[config.mk]
export PLATFORM = sky130hd
export DESIGN_NAME = acc_normalizer
export DESIGN_NICKNAME = d
export VERILOG_FILES = /design/src/rtl/acc_norm_pkg.sv /design/src/rtl/sign_run_counter.sv /design/src/rtl/field_left_shifter.sv /design/src/rtl/acc_normalizer.sv
export SDC_FILE = /design/constraint.sdc
export NUM_CORES = 1
export LEC_CHECK = 0
export BUFFER_PORTS_ARGS = -buffer_cell sky130_fd_sc_hd__buf_2
export CORE_ASPECT_RATIO = 1.2
export CORE_MARGIN = 2
export CORE_UTILIZATION = 42
export DETAILED_ROUTE_END_ITERATION = 6
export GPL_TIMING_DRIVEN = 1
export HOLD_SLACK_MARGIN = 0.12
export SYNTH_ARGS = -nofsm -noshare
export SYNTH_HDL_FRONTEND = slang
export SYNTH_HIERARCHICAL = 1
export SYNTH_SLANG_ARGS = --single-unit
[constraint.sdc]
create_clock -name clk -period 11.3 [get_ports clk]
set_input_delay 1.13 -clock clk [delete_from_list [all_inputs] [get_ports clk]]
set_output_delay 1.13 -clock clk [all_outputs]
set_load 0.01 [all_outputs]
[src/rtl/acc_norm_pkg.sv]
package acc_norm_pkg;

    localparam int unsigned DEF_ACC_W = 36;
    localparam int unsigned DEF_EXT_W = 4;

    typedef enum logic {
        ST_IDLE = 1'b0,
        ST_SHOW = 1'b1
    } norm_state_t;

endpackage

[src/rtl/sign_run_counter.sv]
module sign_run_counter #(
    parameter int unsigned FIELD_W = 32,
    parameter int unsigned CNT_W   = $clog2(FIELD_W)
) (
    input  logic [FIELD_W-1:0] field,
    output logic [CNT_W-1:0]   run_less_one
);

    logic sign_bit;
    logic [FIELD_W-2:0] still_run;

    assign sign_bit = field[FIELD_W-1];

    // still_run[i] is set while every bit from FIELD_W-2 down to i matches the sign
    assign still_run[FIELD_W-2] = (field[FIELD_W-2] == sign_bit);

    generate
        for (genvar i = FIELD_W - 3; i >= 0; i--) begin : g_chain
            assign still_run[i] = still_run[i+1] & (field[i] == sign_bit);
        end
    endgenerate

    always_comb begin
        run_less_one = '0;
        for (int i = 0; i < FIELD_W - 1; i++) begin
            run_less_one = run_less_one + CNT_W'(still_run[i]);
        end
    end

endmodule

[src/rtl/field_left_shifter.sv]
module field_left_shifter #(
    parameter int unsigned FIELD_W = 32,
    parameter int unsigned CNT_W   = $clog2(FIELD_W)
) (
    input  logic [FIELD_W-1:0] din,
    input  logic [CNT_W-1:0]   amount,
    output logic [FIELD_W-1:0] dout
);

    logic [FIELD_W-1:0] stage [CNT_W+1];

    assign stage[0] = din;

    generate
        for (genvar s = 0; s < CNT_W; s++) begin : g_stage
            assign stage[s+1] = amount[s] ? (stage[s] << (1 << s)) : stage[s];
        end
    endgenerate

    assign dout = stage[CNT_W];

endmodule

[src/rtl/acc_normalizer.sv]
module acc_normalizer
    import acc_norm_pkg::*;
#(
    parameter int unsigned ACC_W   = DEF_ACC_W,
    parameter int unsigned EXT_W   = DEF_EXT_W,
    parameter int unsigned FIELD_W = ACC_W - EXT_W,
    parameter int unsigned CNT_W   = $clog2(FIELD_W)
) (
    input  logic               clk,
    input  logic               rst_n,
    input  logic               in_valid,
    input  logic [ACC_W-1:0]   in_acc,
    output logic               res_valid,
    output logic [CNT_W-1:0]   res_shift,
    output logic [ACC_W-1:0]   res_acc
);

    norm_state_t state_q, state_d;

    logic [FIELD_W-1:0] field;
    logic [CNT_W-1:0]   run_amt;
    logic [FIELD_W-1:0] shifted;
    logic [ACC_W-1:0]   norm_next;

    assign field = in_acc[FIELD_W-1:0];

    sign_run_counter #(
        .FIELD_W (FIELD_W),
        .CNT_W   (CNT_W)
    ) u_count (
        .field        (field),
        .run_less_one (run_amt)
    );

    field_left_shifter #(
        .FIELD_W (FIELD_W),
        .CNT_W   (CNT_W)
    ) u_shift (
        .din    (field),
        .amount (run_amt),
        .dout   (shifted)
    );

    assign norm_next = {{EXT_W{shifted[FIELD_W-1]}}, shifted};

    // state register
    always_ff @(posedge clk) begin
        if (!rst_n) begin
            state_q <= ST_IDLE;
        end else begin
            state_q <= state_d;
        end
    end

    // next state
    always_comb begin
        state_d = state_q;
        unique case (state_q)
            ST_IDLE: state_d = in_valid ? ST_SHOW : ST_IDLE;
            ST_SHOW: state_d = in_valid ? ST_SHOW : ST_IDLE;
            default: state_d = ST_IDLE;
        endcase
    end

    // outputs
    always_comb begin
        unique case (state_q)
            ST_IDLE: res_valid = 1'b0;
            ST_SHOW: res_valid = 1'b1;
            default: res_valid = 1'b0;
        endcase
    end

    always_ff @(posedge clk) begin
        if (!rst_n) begin
            res_shift <= '0;
            res_acc   <= '0;
        end else if (in_valid) begin
            res_shift <= run_amt;
            res_acc   <= norm_next;
        end
    end

    assert_strobe_follows_R2: assert property (@(posedge clk) disable iff (!rst_n)
        in_valid |=> res_valid);

    assert_strobe_quiet_R2: assert property (@(posedge clk) disable iff (!rst_n)
        !in_valid |=> !res_valid);

    assert_input_known_R2: assert property (@(posedge clk) disable iff (!rst_n)
        in_valid |-> !$isunknown(in_acc));

    assert_result_hold_R9: assert property (@(posedge clk) disable iff (!rst_n)
        !in_valid |=> ($stable(res_acc) && $stable(res_shift)));

    assert_ext_copies_sign_R6: assert property (@(posedge clk) disable iff (!rst_n)
        res_valid |-> (res_acc[ACC_W-1:FIELD_W] == {EXT_W{res_acc[FIELD_W-1]}}));

    assert_msb_at_thirty_R7: assert property (@(posedge clk) disable iff (!rst_n)
        res_valid |-> ((res_acc[FIELD_W-1] != res_acc[FIELD_W-2]) || (res_acc[FIELD_W-1:0] == '0)));

endmodule

### After elaboration in Yosys (flattened, before gate mapping)

Cells that the tools add are included.

| operators by class | value |
|---|---|
| add/subtract/negate cells | 30 |
| bitwise logic cells | 31 |
| mux-type cells | 7 |
| equality and inequality tests | 31 |

Operator list:

| operator | number |
|---|---|
| 2-to-1 mux 32 bit | 5 |
| adder 5 x 1 -> 5 bit | 29 |
| equality test 1 bit | 31 |
| bitwise AND 1 bit | 30 |
| adder 1 x 1 -> 2 bit | 1 |
| one-hot mux 1 bit (2 select lines) | 1 |
| 2-to-1 mux 1 bit | 1 |
| NOT 1 bit | 1 |

| word-level totals | value |
|---|---|
| bits in registers | 38 |

### Depth between registers and ports, before layout

| logic depth | value |
|---|---|
| depth after elaboration | 66 |
| depth in mapped cells | 32 |

### By module

Netlist, hierarchy kept.

Modules (own cells, without submodules):

| module | area an instance (um^2) | sequential area each (um^2) | cells each | instances |
|---|---|---|---|---|
| field_left_shifter | 1774.2 | 0.0 | 183 | 1 |
| acc_normalizer | 1463.9 | 760.7 | 125 | 1 |
| sign_run_counter | 1310.0 | 0.0 | 158 | 1 |

### Worst setup path after synthesis

Ideal clock, no wire load.

| timing path | value |
|---|---|
| kind | input port to flip-flop |
| start | input port in_acc[31] |
| end | register res_acc[26] |
| setup slack | 2904 ps |
| arrival | 8280 ps |
| library setup time | 116 ps |
| cell stages on the path | 29 |
| required time | 11184 ps |
| path through | buf_6 or4_1 mux2_2 buf_2 a2111oi_0 fa_1 inv_1 fa_1 inv_1 fa_1 fa_1 inv_1 fa_1 fa_1 inv_1 fa_1 inv_1 fa_1 inv_1 a21o_1 a21oi_1 xnor2_1 or2_2 clkbuf_1 nor2_1 a221o_1 a221o_1 mux2i_1 nor2b_1 |

RTL lines:

| what | RTL line | source |
|---|---|---|
| from (decl) | acc_normalizer.sv:12 | `input logic [ACC_W-1:0] in_acc,` |
| equality test 1 bit, on equally long branches | sign_run_counter.sv:15, sign_run_counter.sv:19 |  |
| bitwise AND 1 bit (30 in series) | sign_run_counter.sv:19 | `assign still_run[i] = still_run[i+1] & (field[i] == sign_bit);` |
| adder 1 x 1 -> 2 bit | sign_run_counter.sv:26 | `run_less_one = run_less_one + CNT_W'(still_run[i]);` |
| adder 5 x 1 -> 5 bit (28 in series) | sign_run_counter.sv:26 |  |
| adder 5 x 1 -> 5 bit (*) | sign_run_counter.sv:26 |  |
| via run_amt[4] | acc_normalizer.sv:21 | `logic [CNT_W-1:0] run_amt;` |
| 2-to-1 mux 32 bit (*) | field_left_shifter.sv:16 | `assign stage[s+1] = amount[s] ? (stage[s] << (1 << s)) : stage[s];` |
| via shifted[26] | acc_normalizer.sv:22 | `logic [FIELD_W-1:0] shifted;` |
| to (signal assigned) | acc_normalizer.sv:80 | `res_acc <= norm_next;` |
| to (decl) | acc_normalizer.sv:15 | `output logic [ACC_W-1:0] res_acc` |

Mark *: on every way through the listed nets, which the timed path passes. The rest lies on a longest branch.
A chain may end at the register's enable or synchronous reset.

### Worst setup path after layout

| timing path | value |
|---|---|
| start | input port in_acc[31] |
| end | register res_acc[31] (netlist name) |

RTL lines:

| what | RTL line |
|---|---|
| equality test 1 bit, on equally long branches | sign_run_counter.sv:15, sign_run_counter.sv:19 |
| bitwise AND 1 bit (30 in series) | sign_run_counter.sv:19 |
| adder 1 x 1 -> 2 bit | sign_run_counter.sv:26 |
| adder 5 x 1 -> 5 bit (28 in series) | sign_run_counter.sv:26 |
| adder 5 x 1 -> 5 bit (*) | sign_run_counter.sv:26 |
| via run_amt[1] | acc_normalizer.sv:21 |
| 2-to-1 mux 32 bit (*) (4 in series) | field_left_shifter.sv:16 |
| via shifted[31] | acc_normalizer.sv:22 |

Marks and branches as above.

==> results.json <==
{
  "cpPeakStageDelay_ns": 0.63,
  "drcViolationCount": 0,
  "grtUsageTotal_pct": 20.3,
  "crit_path_start_kind": "primary input",
  "worstSetupPathType": "in2reg",
  "fin_skew_ns": 0,
  "p_leak_uw": 0.00218,
  "n_antenna_cell": 0,
  "worst_path_max_delay_cell": "or4_1",
  "yosysSeqAreaShare_pct": 16.7,
  "fin_crit_ns": 9.46,
  "ctsHoldBuffers": 0,
  "gp_congestion": 0.927,
  "ys_ff_latch": 38,
  "clock_sinks": 38,
  "syn-mean-instance-area_um2": 9.76,
  "die_h_um": 118,
  "worst_path_most_repeated_cell": "fa_1",
  "syn_inst": 466,
  "antenna_found_initial": 0,
  "final_area_um2": 5010,
  "relSlewSlack_pct": 28.0,
  "cp_top_family": "adder cells",
  "rows": 41,
  "overflow": 0,
  "drive_gt1_share_pct": 27.0,
  "routed_wl_um": 11900,
  "syn-cell-area_um2": 4550,
  "io_buffer_count": 76,
  "cp.buffers_inverters": 9,
  "yosys_warnings": 6,
  "cts_buffer_depth": 2,
  "cts_made_buffers": 5,
  "synth_cell_types": 60,
  "status": "finished clean",
  "via_count": 3818,
  "path_clk_slew_ns": 0.05,
  "fin_setup_tns_ns": 0,
  "hp-class": "reg2reg",
  "ant_nets": 0,
  "die_width_um": 99.0,
  "postCtsSetupBuffers": 0,
  "arrival_ns": 9.63,
  "first_pass_iters": 5,
  "ir_drop_v": 0.0000521,
  "cp_max_fo": 38,
  "finalNetCount": 583,
  "worst_setup_path_end_kind": "register",
  "clockRootBuffer": "clkbuf_16",
  "maxSlewViolCount": 0,
  "min_period_over_period_pct": 83.7,
  "setup_viol": 0,
  "cellPowerDensity_nw_per_um2": 122,
  "hold_viol": 0,
  "synth_edf_count": 0,
  "clk_latency_ns": 0.28,
  "synth-main-ff-cell": "dfxtp_1",
  "fmax_ghz": 0.106,
  "start_util_pct": 43.2,
  "grt_max_degree": 39,
  "cts_max_level": 2,
  "avgRoutedWirePerCell_um": 18.5,
  "dpl_cell_area_um2": 4860,
  "dp_hpwl_um": 9010,
  "syn-num-nets": 535,
  "async_flop_share_pct": 0,
  "crit_required_ns": 11.47,
  "core_um2": 10500,
  "tightestPinTransition_ns": 1.08,
  "io-pin-count": 81,
  "grt_pass1_vias": 3575,
  "grt_pass1_wl_um": 19200,
  "rsz0062_at_grt": "false",
  "area_growth_pct": 10.1,
  "cts_tree": "done",
  "maxCapViolations": 0,
  "fp.dieArea_um2": 11700,
  "drtIter0Drc": 200,
  "via_per_inst": 5.93,
  "post_cts_resized": 0
}
[where the power goes]
part / internal, µW / total (µW) / leakage (µW) / switching [µW]
logic: 145 / 307 / 0.00180 / 162
clock network: 87.2 / 141 / 0.0000729 / 53.3
registers: 152 / 162 / 0.000313 / 9.28
total: 384 / 609 / 0.00218 / 225
[per-layer routing]
layer  global-route usage, %  part of all wire [%]
met2                    33.8                    51
met5                       0                     0
met4                    7.02                   2.1
met3                    1.90                   4.9
met1                    27.6                    42
[area by class of cell]
cell class / count / area [µm²]
clock buffer: 6 / 139
multi-input combinational: 354 / 3390
clock inverter: 2 / 12.5
timing repair buffer: 81 / 418
tap: 129 / 161
sequential: 38 / 761
inverter: 34 / 128
fill: 1019 / 5510
[through the flow]
step	utilization [%]	power [µW]	hold WS [ns]	cells	worst slack (ns)
after floorplan	-	402	0.538	466	2.90
after global placement	46.2	467	0.489	636	1.67
after detailed placement	46.2	470	0.499	636	1.58
after CTS	47.6	612	0.511	644	1.85
after global routing	47.6	647	0.529	644	1.36
final	47.6	609	0.505	644	1.84
[final timing paths]
kind               start     endpoint  slack [ns]  cells past startpoint
max           in_acc[31]  res_acc[31]        1.84                     27
min          res_acc[15]  res_acc[15]        0.51                      2
max reg2reg  res_acc[31]  res_acc[31]       10.64                      2
min reg2reg  res_acc[15]  res_acc[15]        0.51                      2
[state kept, by name, indices dropped and copies added, names as in the netlist]
signal     count
res_acc       32
state_q        1
res_shift      5
[cells in the mapped netlist (5+ instances only)]
cell,instances,share of area [%]
nor2b_1,39,5.4
ha_1,8,2.2
mux2_2,17,4.2
a21oi_1,15,1.7
nand4_1,5,0.69
a211oi_1,9,1.5
xnor2_1,5,0.96
mux2i_1,50,11
nand3_1,14,1.5
nor3_1,8,0.88
or4_1,5,0.83
mux4_2,24,12
nand2_1,22,1.8
dfxtp_1,38,17
buf_2,6,0.66
mux4_1,9,5.2
nor2_1,25,2.1
clkbuf_1,12,0.99
inv_1,33,2.7
fa_1,22,9.7
xor2_1,7,1.3
o21ai_0,9,0.99
buf_4,10,1.7
a22oi_1,7,1.2
or3_1,8,1.1
buf_6,5,1.2
[worst min-delay path, cell delays in order, from the launching register on]
cell and delay (ns):
dfxtp_1 0.32, mux2i_1 0.06, nor2b_1 0.09
[cells in the final DEF (no fill, tap or decap), types with 2 or more instances in the layout]
master / instances
mux4_2: 24
nand2_1: 22
a211oi_1: 9
xor2_1: 7
or3_1: 8
a31oi_1: 3
xnor2_1: 4
buf_2: 76
nor4_1: 4
nor2b_1: 39
or2_2: 2
clkbuf_16: 5
o211ai_1: 2
a32o_1: 2
a22oi_1: 7
mux4_1: 9
and3_1: 4
and2_1: 2
a21oi_1: 15
fa_1: 21
ha_1: 8
buf_4: 5
nand4_1: 5
nand3_1: 14
nor3_1: 8
dfxtp_1: 38
nor2_1: 25
inv_1: 33
a21o_1: 3
or4_1: 5
o21ai_0: 9
mux2_2: 17
o22ai_1: 3
mux2i_1: 50
a221o_1: 2
[cells by family (layout without fill, tap and decap cells)]
kind of cell             count (synthesis)  count (layout)  synth area share (%)
AND/OR/NAND/NOR                        146             146                  17.5
multiplexers                           101             101                  32.6
buffers and inverters                   74             123                  9.00
AO/OA/AOI/OAI                           65              65                  9.93
flip-flops                              38              38                  16.7
adder cells (fa/ha/maj)                 30              30                  11.9
XOR/XNOR                                12              12                  2.31
Note: power is estimated with default switching activity, not from simulation.
